## src/rtl/iv_pkg.sv

```systemverilog
// Package iv_pkg
// Shared helpers for the interleaved add-and-compare datapath.
// Assumes: callers pass a lane count of at least 1.
package iv_pkg;

    // Width of a counter that indexes n lanes; never less than one bit.
    function automatic int unsigned iv_ptr_w(input int unsigned n);
        return (n > 1) ? $clog2(n) : 1;
    endfunction

endpackage

```

## src/rtl/iv_phase_gen.sv

```systemverilog
// Module iv_phase_gen
// Free-running phase counter that stands in for a staggered multiphase clock.
// It produces one load strobe per lane and the index of the lane whose
// result was registered at the previous edge.
// Assumes: LANES >= 2 and PW wide enough to hold LANES-1.
module iv_phase_gen #(
    parameter int unsigned LANES = 2,
    parameter int unsigned PW    = 1
) (
    input  logic             clk,
    input  logic             rst_n,
    output logic [PW-1:0]    phase,
    output logic [LANES-1:0] load_en,
    output logic [PW-1:0]    ready_lane
);
    localparam logic [PW-1:0] LAST = PW'(LANES - 1);

    // Step the phase once per cycle and wrap after the last lane.
    always_ff @(posedge clk) begin
        if (!rst_n)             phase <= '0;
        else if (phase == LAST) phase <= '0;
        else                    phase <= phase + 1'b1;
    end

    // Decode one load strobe per lane.
    for (genvar k = 0; k < LANES; k++) begin : g_strobe
        assign load_en[k] = (phase == PW'(k));
    end

    // The lane loaded at the previous edge is the one whose result is fresh.
    always_comb ready_lane = (phase == '0) ? LAST : (phase - 1'b1);

endmodule

```

## src/rtl/iv_lane.sv

```systemverilog
// Module iv_lane
// One slow copy of the reference computation: operand register, adder with
// carry-out, greater-than comparator and result register. Both registers
// update only on the lane's load strobe, so the logic between them has a
// full rotation of the phase counter to settle.
// Assumes: load is asserted once every LANES cycles.
module iv_lane #(
    parameter int unsigned WIDTH = 8
) (
    input  logic             clk,
    input  logic             rst_n,
    input  logic             load,
    input  logic             in_v,
    input  logic [WIDTH-1:0] a,
    input  logic [WIDTH-1:0] b,
    input  logic [WIDTH-1:0] c,
    output logic             res_v,
    output logic [WIDTH:0]   res_sum,
    output logic             res_gt
);
    logic             v_q;
    logic [WIDTH-1:0] a_q, b_q, c_q;
    logic [WIDTH:0]   sum_w;
    logic             gt_w;

    // Multicycle path: sum with carry, then unsigned compare with the threshold.
    always_comb begin
        sum_w = {1'b0, a_q} + {1'b0, b_q};
        gt_w  = sum_w > {1'b0, c_q};
    end

    // On the strobe, retire the settled result and take the next operands.
    always_ff @(posedge clk) begin
        if (!rst_n) begin
            v_q     <= 1'b0;
            a_q     <= '0;
            b_q     <= '0;
            c_q     <= '0;
            res_v   <= 1'b0;
            res_sum <= '0;
            res_gt  <= 1'b0;
        end else if (load) begin
            res_v   <= v_q;
            res_sum <= sum_w;
            res_gt  <= gt_w;
            v_q     <= in_v;
            a_q     <= a;
            b_q     <= b;
            c_q     <= c;
        end
    end

endmodule

```

## src/rtl/iv_merge.sv

```systemverilog
// Module iv_merge
// Full-rate N-to-1 recombiner: registers the result of the lane named by sel
// every cycle, which rebuilds the stream in arrival order.
// Assumes: sel always names a lane below LANES.
module iv_merge #(
    parameter int unsigned LANES = 2,
    parameter int unsigned WIDTH = 8,
    parameter int unsigned PW    = 1
) (
    input  logic                        clk,
    input  logic                        rst_n,
    input  logic [PW-1:0]               sel,
    input  logic [LANES-1:0]            lane_v,
    input  logic [LANES-1:0][WIDTH:0]   lane_sum,
    input  logic [LANES-1:0]            lane_gt,
    output logic                        out_v,
    output logic [WIDTH:0]              out_sum,
    output logic                        out_gt
);
    // Capture the selected lane into the output register.
    always_ff @(posedge clk) begin
        if (!rst_n) begin
            out_v   <= 1'b0;
            out_sum <= '0;
            out_gt  <= 1'b0;
        end else begin
            out_v   <= lane_v[sel];
            out_sum <= lane_sum[sel];
            out_gt  <= lane_gt[sel];
        end
    end

endmodule

```

## src/rtl/interleaved_addcmp.sv

```systemverilog
// Module interleaved_addcmp
// Time-interleaved add-and-compare datapath: operand sets arrive one per
// cycle, are dealt round-robin to LANES slow copies, and are recombined by
// a full-rate multiplexer. Latency is LANES+1 edges from acceptance.
// Assumes: LANES >= 2; single clock; synchronous active-low reset.
module interleaved_addcmp #(
    parameter int unsigned LANES = 2,
    parameter int unsigned WIDTH = 8
) (
    input  logic             clk,
    input  logic             rst_n,
    input  logic             in_valid,
    input  logic [WIDTH-1:0] in_a,
    input  logic [WIDTH-1:0] in_b,
    input  logic [WIDTH-1:0] in_c,
    output logic             out_valid,
    output logic [WIDTH:0]   out_sum,
    output logic             out_gt
);
    localparam int unsigned PW = iv_pkg::iv_ptr_w(LANES);

    logic [PW-1:0]              phase;
    logic [PW-1:0]              ready_lane;
    logic [LANES-1:0]           load_en;
    logic [LANES-1:0]           lane_v;
    logic [LANES-1:0][WIDTH:0]  lane_sum;
    logic [LANES-1:0]           lane_gt;

    iv_phase_gen #(.LANES(LANES), .PW(PW)) u_phase (
        .clk        (clk),
        .rst_n      (rst_n),
        .phase      (phase),
        .load_en    (load_en),
        .ready_lane (ready_lane)
    );

    // One slow copy per lane, each fed by its own strobe.
    for (genvar k = 0; k < LANES; k++) begin : g_lane
        iv_lane #(.WIDTH(WIDTH)) u_lane (
            .clk     (clk),
            .rst_n   (rst_n),
            .load    (load_en[k]),
            .in_v    (in_valid),
            .a       (in_a),
            .b       (in_b),
            .c       (in_c),
            .res_v   (lane_v[k]),
            .res_sum (lane_sum[k]),
            .res_gt  (lane_gt[k])
        );
    end

    iv_merge #(.LANES(LANES), .WIDTH(WIDTH), .PW(PW)) u_merge (
        .clk      (clk),
        .rst_n    (rst_n),
        .sel      (ready_lane),
        .lane_v   (lane_v),
        .lane_sum (lane_sum),
        .lane_gt  (lane_gt),
        .out_v    (out_valid),
        .out_sum  (out_sum),
        .out_gt   (out_gt)
    );

endmodule

```

## config.mk

```make
export PLATFORM = sky130hd
export DESIGN_NAME = interleaved_addcmp
export DESIGN_NICKNAME = d
export VERILOG_FILES = /design/src/rtl/iv_pkg.sv /design/src/rtl/iv_phase_gen.sv /design/src/rtl/iv_lane.sv /design/src/rtl/iv_merge.sv /design/src/rtl/interleaved_addcmp.sv
export SDC_FILE = /design/constraint.sdc
export NUM_CORES = 1
export LEC_CHECK = 0
export CAP_MARGIN = 20
export CORE_ASPECT_RATIO = 1.2
export CORE_MARGIN = 2
export CORE_UTILIZATION = 45
export DETAILED_ROUTE_END_ITERATION = 8
export PLACE_DENSITY = 0.64
export REMOVE_ABC_BUFFERS = 1
export SLEW_MARGIN = 40
export SYNTH_ARGS = -nofsm -noshare
export SYNTH_HDL_FRONTEND = slang
export SYNTH_SLANG_ARGS = --single-unit
```

## constraint.sdc

```tcl
create_clock -name clk -period 3.3 [get_ports clk]
set_input_delay 0.66 -clock clk [delete_from_list [all_inputs] [get_ports clk]]
set_output_delay 0.66 -clock clk [all_outputs]
set_load 0.01 [all_outputs]
```

### Yosys cells after proc, flatten, opt, wreduce, memory -nomap -nowiden

Index checks and enable logic that the tools add are counted.
Widths: inputs -> output; s select.

* add/sub/neg operators: 4
* magnitude comparators: 3
* div/mod/pow operators: 0
* bitwise operators: 1
* eq/ne operators: 0
* shift operators: 0
* reduce and logical (&&, ||, !) cells: 1
* muxes and demuxes: 7
* $mul: 0

Operator list (count)
* $add 8x8->9: 2
* $gt 9x8->1: 2
* $mux 9: 2
* $mux 1: 5
* $lt 1x2->1 const B: 1
* $reduce_or 2->1: 1
* $add 1x1->1 const B: 1
* $not 1->1: 1
* $sub 1x1->1 const B: 1

* input port bits: 27
* bits in latches: 0
* memories: 0
* register bits after elaboration: 84
* memory bits (writable): 0
* bits in read-only memories: 0
* output and inout port bits: 11

### Depth between registers and ports, before layout

Gate-level depths: netlist (run 1).

* word-level depth: 4
* depth in mapped cells: 13
* mapped depth without buffers: 13

### By module

Synthesis (run 1) repeated with hierarchy kept, for this count alone.

* cells, all modules: 420
* area total of the unflattened synthesis: 4195.3 um2

Modules (own cells, without submodules)
* iv_lane: cells each 190, instances 2, area an instance 1868.0 um2
* iv_merge: cells each 35, instances 1, area an instance 414.1 um2
* iv_phase_gen: cells each 5, instances 1, area an instance 45.0 um2

### Worst setup path before layout (run 1)

OpenSTA, ideal clock, no wires.

* path type: register to register
* start: register g_lane[0].u_lane.b_q[0]
* end: register g_lane[0].u_lane.res_gt
* stages on the path, launching flop included: 13
* arrival time: 2.532 ns
* path slack: 0.706 ns
* setup time: 0.063 ns
* path through: dfxtp_1 > ha_1 > fa_1 > a211oi_1 > nor2_1 > o21a_1 > nor3_1 > nor2_1 > ha_1 > nand3_1 > nand2b_1 > a221o_1 > nand3_1

* longest elaborated chain between the ends: 2

RTL lines
* start: declaration: line iv_lane.sv:22 `logic [WIDTH-1:0] a_q, b_q, c_q;`
* start signal: assignment: line iv_lane.sv:37 `b_q <= '0;`
* start signal: assignment: line iv_lane.sv:48 `b_q <= b;`
* $add 8x8->9: line iv_lane.sv:28 `sum_w = {1'b0, a_q} + {1'b0, b_q};`
* via g_lane[0].u_lane.sum_w[6]: line iv_lane.sv:23 `logic [WIDTH:0] sum_w;`
* $gt 9x8->1: line iv_lane.sv:29 `gt_w = sum_w > {1'b0, c_q};`
* end signal: assignment: line iv_lane.sv:45 `res_gt <= gt_w;`
* end: declaration: line iv_lane.sv:19 `output logic res_gt`

The timed path passes the listed nets, and every way through them passes these cells.
A chain may end at the register's enable or synchronous reset.

### Worst setup path after layout (run 1)

* start: register g_lane[1].u_lane.b_q[0]
* end: register g_lane[1].u_lane.res_gt

* longest elaborated chain between the ends: 2

RTL lines (line)
* start: declaration: iv_lane.sv:22
* start signal: assignment: iv_lane.sv:37
* start signal: assignment: iv_lane.sv:48
* $add 8x8->9: iv_lane.sv:28
* via g_lane[1].u_lane.sum_w[6]: iv_lane.sv:23
* $gt 9x8->1: iv_lane.sv:29
* end signal: assignment: iv_lane.sv:45
* end: declaration: iv_lane.sv:19

The timed path passes the listed nets, and every way through them passes these cells.

==> flow_metrics.py, run 1 <==
metrics = {
    "setup_path": {
        "crit_arrival_ns": 3.04,
        "required_ns": 3.51,
        "critPathKind": "register to register",
        "crit_top_cell": "ha_1",
        "path_cells": "ha_1 > inv_1 > fa_1 > nor2b_4 > o31a_1 > o21a_1 > nor2_1 > xnor2_1 > ha_1 > and3_1 > a221oi_1 > a21o_1 > a41oi_1",
        "crit_path_start_kind": "register",
        "crit_fanout": 4,
        "crit_path_end_kind": "register",
        "slowest_delay_ns": 0.44,
        "path_buf_inv": 1,
        "path_delay_family": "adder cells",
        "crit_slowest_cell": "fa_1",
    },
    "grt": {
        "grt_use_total_pct": 17.5,
        "grt_pass1_wl_mm": 13.9,
        "grt_pass1_vias": 2896,
        "grt_start_max_net_pins": 75,
        "grt.overflow.total": 0,
        "antenna_found_initial": 0,
    },
    "sta": {
        "skew_ns": 0.00582,
        "hold-worst-slack_ns": 0.468,
        "setup_ws_ns": 0.466,
        "rsz0062_at_grt": "no",
        "period_needed_ns": 2.83,
        "fin_crit_sh_pct": 85.9,
        "drv_slew": 0,
        "max_slew_margin_pct": 55.2,
        "hold_viol": 0,
        "worst_pin_slew_ns": 0.671,
        "clock.fmax_mhz": 353,
        "setup_violations": 0,
    },
    "floorplan": {
        "fp.dieH_um": 109,
        "start_util_pct": 45.9,
        "die_w_um": 91.4,
        "die_area_um2": 9960,
        "pin_count": 38,
        "row_count": 38,
        "coreArea_um2": 8990,
    },
    "clocking": {
        "cts_root_buf": "clkbuf_8",
        "cts_hold_buffers": 0,
        "cts.sinks": 84,
        "cts_tree": "yes",
        "cts_setup_buffers": 0,
        "htree_num_levels": 3,
        "ctsResizeCount": 0,
        "clk_path_buf_depth": 2,
        "numCtsBuffers": 9,
        "path_clk_slew_ns": 0.08,
        "clk_latency_ns": 0.35,
    },
    "route": {
        "via_per_inst": 4.98,
        "drtIter0Drc": 93,
        "totalWireLength_mm": 7.92,
        "drcViolationCount": 0,
        "post_drt_wl_per_cell_um": 13.7,
        "via_count": 2880,
        "drt-pass1-iter-count": 4,
        "antenna_left": 0,
    },
    "synth": {
        "syn_area_per_cell_um2": 9.72,
        "synth_xor_area_share_pct": 1.91,
        "muxShareOfSynthArea_pct": 13.3,
        "synth_warnings": 0,
        "yosys.area_share.simple_pct": 16.2,
        "syn_inst": 425,
        "async_flop_share_pct": 0,
        "ys_types": 43,
        "synthTopCellsByArea": "dfxtp_1 (41%), mux2i_1 (13%), ha_1 (9.7%)",
        "ys_seq_area_share_pct": 40.7,
        "synth_top_family_by_area": "simple AND/OR/NAND/NOR gates",
        "synth_edf_count": 0,
        "synth-main-ff-cell": "dfxtp_1",
        "synth-compound-area-share_pct": 12.5,
        "yosys.area_share.adder_pct": 10.7,
        "synthesis.area_um2": 4130,
        "synth_top_area_cell": "dfxtp_1",
        "synth-seq-cells": 84,
        "synth.top_cell.area_share_pct": 40.7,
    },
    "worst_hold_path": {
        "hold_path_class": "register to register",
    },
    "finish": {
        "area_growth_pct": 15.7,
        "num_antenna_cells": 0,
        "mostFrequentLayoutCells": "dfxtp_1 (83), nor2b_1 (56), mux2i_1 (55), clkdlybuf4s50_1 (36), ha_1 (32)",
        "nNetsFinal": 515,
        "drive_above_1_share_pct": 4.59,
        "layout_commonest_cell": "dfxtp_1",
        "design_area_um2": 4780,
    },
    "placed_design": {
        "place_congestion": 0.813,
        "place_area_um2": 4590,
        "io_buffers": 37,
        "detailedPlace.worstSlack_ns": 0.514,
        "place_hpwl_mm": 5.84,
    },
    "power": {
        "power.total_mw": 2.24,
        "p_leak_nw": 1.96,
        "ir_drop_mv": 0.224,
        "powerDensity_nw_per_um2": 470,
    },
    "outcome": {
        "status": "complete, no violations",
    },
    "job": {
        "cap_violations": 0,
    },
}
worst register-to-register path: cells and delay by family, from the launching register on:
| kind | cells | cell delay (ns) |
|---|---|---|
| AOI/OAI and AO/OA | 5 | 0.84 |
| and+or+nand+nor | 3 | 0.39 |
| buffers and inverters | 1 | 0.06 |
| xor gates and xnor gates | 1 | 0.13 |
| DFF | 1 | 0.35 |
| adders and majority gates | 3 | 0.92 |
sequential cells by signal, indices dropped and copies added (netlist names):
name and cells:
g_lane.u_lane.res_sum 18, g_lane.u_lane.a_q 16, g_lane.u_lane.b_q 16, g_lane.u_lane.c_q 16
u_merge.out_sum 9, g_lane.u_lane.res_gt 2, g_lane.u_lane.res_v 2, g_lane.u_lane.v_q 2
u_merge.out_gt 1, u_merge.out_v 1, u_phase.phase 1
layout make-up:
type	count	area, µm²
fillers	816	4210
multi-input cells	294	2260
flip-flops and latches	84	1690
repair buffers	40	400
well taps	120	150
clock buffers	11	141
inverters	25	93.8
clock inverters	4	50.0
metal layers:
| layer | share of wire (%) | GRT usage [%] |
|---|---|---|
| met3 | 2.8 | 3.04 |
| met5 | 0 | 0 |
| met4 | 1.8 | 7.03 |
| met1 | 47 | 22.2 |
| met2 | 48 | 29.5 |
power breakdown:
| group | switching (mW) | leakage (nW) | internal [mW] |
|---|---|---|---|
| clock network | 0.345 | 0.0914 | 0.365 |
| registers | 0.0411 | 0.691 | 1.08 |
| logic | 0.205 | 1.18 | 0.208 |
synth_stat cells, types with 3 or more instances:
cell type	instances
a211oi_1	6
a21boi_0	17
a21o_1	6
a21oi_1	9
buf_2	9
clkbuf_1	12
dfxtp_1	84
ha_1	32
inv_1	25
mux2i_1	55
nand2_1	30
nand2b_1	3
nand3_1	9
nand4_1	5
nor2_1	11
nor2b_1	56
o211ai_1	3
o21a_1	5
o21ai_0	11
xnor2_1	7
kinds of logic after synthesis:
logic type | Yosys count
AOI/OAI and AO/OA | 73
xor gates and xnor gates | 9
adders and majority gates | 34
buffers and inverters | 47
DFF | 84
muxes | 55
and+or+nand+nor | 123
path summary, 6_finish.rpt:
path,from,to,slack (ns),cells after the start
max,g_lane[1].u_lane.b_q[0],g_lane[1].u_lane.res_gt,0.47,13
min reg2reg,g_lane[0].u_lane.res_sum[5],g_lane[0].u_lane.res_sum[5],0.47,2
min,g_lane[0].u_lane.res_sum[5],g_lane[0].u_lane.res_sum[5],0.47,2
max reg2reg,g_lane[1].u_lane.b_q[0],g_lane[1].u_lane.res_gt,0.47,13
through the flow:
stage	util [%]	std cells	setup TNS, ns
finish	53.2	578	0
global route	53.2	578	0
CTS	53.2	578	0
detailed placement	51.0	563	0
global placement	51.0	563	0
floorplan	-	403	-11.01
Power figures use the tool's default switching activity.
==> run 2, diff against run 1 <==
--- a/config.mk
+++ b/config.mk
@@ -8,9 +8,9 @@
 export CAP_MARGIN = 20
 export CORE_ASPECT_RATIO = 1.2
 export CORE_MARGIN = 2
-export CORE_UTILIZATION = 45
+export CORE_UTILIZATION = 48
 export DETAILED_ROUTE_END_ITERATION = 8
-export PLACE_DENSITY = 0.64
+export PLACE_DENSITY = 0.68
 export REMOVE_ABC_BUFFERS = 1
 export SLEW_MARGIN = 40
 export SYNTH_ARGS = -nofsm -noshare
==> run 2 against run 1 <==
Compared with the run above: first-iteration DRC count shrank 25%; clock skew is essentially flat; maximum frequency grew 0.67%; critical endpoint unchanged; global-route usage grew 0.73 points; clock power grew 6.8%.
==> flow_metrics.py, run 2 (synthesized netlist as in run 1, its figures left out) <==
metrics = {
    "grt": {
        "grt_use_total_pct": 18.2,
        "grt_start_max_net_pins": 60,
        "antenna_found_initial": 0,
        "grt_pass1_vias": 2876,
        "grt.overflow.total": 0,
        "grt_pass1_wl_mm": 13.4,
    },
    "clocking": {
        "cts_root_buf": "clkbuf_8",
        "path_clk_slew_ns": 0.08,
        "cts.sinks": 84,
        "numCtsBuffers": 9,
        "cts_tree": "yes",
        "clk_latency_ns": 0.35,
        "clk_path_buf_depth": 2,
        "htree_num_levels": 3,
        "cts_setup_buffers": 0,
        "ctsResizeCount": 0,
        "cts_hold_buffers": 0,
    },
    "sta": {
        "rsz0062_at_grt": "no",
        "setup_violations": 0,
        "drv_slew": 0,
        "skew_ns": 0.00563,
        "setup_ws_ns": 0.485,
        "period_needed_ns": 2.82,
        "clock.fmax_mhz": 355,
        "max_slew_margin_pct": 54.3,
        "hold_viol": 0,
        "worst_pin_slew_ns": 0.685,
        "fin_crit_sh_pct": 85.3,
    },
    "power": {
        "powerDensity_nw_per_um2": 477,
        "power.total_mw": 2.29,
        "p_leak_nw": 1.98,
        "ir_drop_mv": 0.375,
    },
    "placed_design": {
        "place_congestion": 0.771,
        "io_buffers": 37,
        "place_hpwl_mm": 5.80,
        "detailedPlace.worstSlack_ns": 0.483,
    },
    "finish": {
        "layout_commonest_cell": "dfxtp_1",
        "regMostFlops": "g_lane.u_lane.res_sum",
        "mostFrequentLayoutCells": "dfxtp_1 (83), nor2b_1 (56), mux2i_1 (55), clkdlybuf4s50_1 (36), ha_1 (32)",
        "nNetsFinal": 516,
        "num_antenna_cells": 0,
        "final.fill_count": 774,
        "final_util_pct": 56.7,
        "largest_reg_flops": 18,
        "area_growth_pct": 16.3,
        "drive_above_1_share_pct": 5.22,
    },
    "setup_path": {
        "critPathKind": "register to register",
        "crit_path_start_kind": "register",
        "crit_path_end_kind": "register",
        "required_ns": 3.52,
        "crit_arrival_ns": 3.03,
        "crit_fanout": 4,
    },
    "route": {
        "drtIter0Drc": 70,
        "drcViolationCount": 0,
        "drt-pass1-iter-count": 4,
        "antenna_left": 0,
        "post_drt_wl_per_cell_um": 13.7,
        "totalWireLength_mm": 7.89,
        "via_count": 2941,
        "via_per_inst": 5.10,
    },
    "floorplan": {
        "start_util_pct": 48.7,
        "die_w_um": 88.7,
        "pin_count": 38,
        "die_area_um2": 9360,
        "fp.dieH_um": 106,
        "coreArea_um2": 8470,
        "row_count": 37,
    },
    "worst_hold_path": {
        "hold_path_class": "register to register",
    },
    "outcome": {
        "status": "complete, no violations",
    },
    "job": {
        "cap_violations": 0,
    },
}
==> run 2: cell types whose count changed in the layout (fill, tap and decap cells not counted) <==
cell        before  now
buf_4            2    3
clkinvlp_4       2    1
clkinv_4         0    2
clkbuf_1         1    0
clkbuf_8        10   11
==> run 2: worst max-delay path, cell delays in order (launching register included) <==
cell      delay, ns
dfxtp_1        0.34
ha_1           0.19
inv_1          0.06
fa_1           0.44
nor2b_4        0.14
o31a_1         0.15
o21a_1         0.20
nor2_1         0.07
xnor2_1        0.12
ha_1           0.29
and3_1         0.18
a221oi_1       0.27
a21o_1         0.13
a41oi_1        0.10
==> run 2: power by group <==
part	internal, mW	leakage (nW)	switching, mW	total (mW)
Sequential	1.08	0.691	0.0424	1.12
Combinational	0.209	1.19	0.203	0.411
Clock	0.392	0.106	0.366	0.758
Total	1.68	1.98	0.611	2.29
==> run 2: layout make-up <==
cell class	instances	area [µm²]	share of cell area (%)
clock buffer	11	151	3.15
clock inverter	5	60.1	1.25
inverter	25	93.8	1.95
multi-input combinational	294	2260	47.0
sequential	84	1690	35.1
tap	117	146	3.05
timing repair buffer	41	408	8.50
==> run 2: per-layer routing <==
layer | vias to the layer above | global-route usage, % | share of wire (%)
li1 | 1526 | - | -
met1 | 1363 | 23.1 | 47
met2 | 40 | 30.3 | 48
met3 | 12 | 3.29 | 2.8
met4 | 0 | 6.60 | 1.7
met5 | - | 0 | 0
==> run 2: path summary, 6_finish.rpt <==
kind                                             startpoint                          end  slack, ns  depth (start not counted)
worst max register to register      g_lane[1].u_lane.a_q[0]      g_lane[1].u_lane.res_gt       0.48                         13
worst min-delay path            g_lane[1].u_lane.res_sum[0]  g_lane[1].u_lane.res_sum[0]       0.48                          2
worst min register to register  g_lane[1].u_lane.res_sum[0]  g_lane[1].u_lane.res_sum[0]       0.48                          2
worst max-delay path                g_lane[1].u_lane.a_q[0]      g_lane[1].u_lane.res_gt       0.48                         13
==> run 2: metrics by stage <==
stage / instance area, µm² / cells / hold WS (ns) / setup TNS (ns)
6_report: 4800 / 577 / 0.477 / 0
5_1_grt: 4800 / 577 / 0.506 / 0
4_1_cts: 4780 / 576 / 0.479 / 0
3_5_place_dp: 4570 / 560 / 0.468 / 0
3_3_place_gp: 4570 / 560 / 0.456 / 0
2_1_floorplan: 4030 / 403 / 0.444 / -11.01
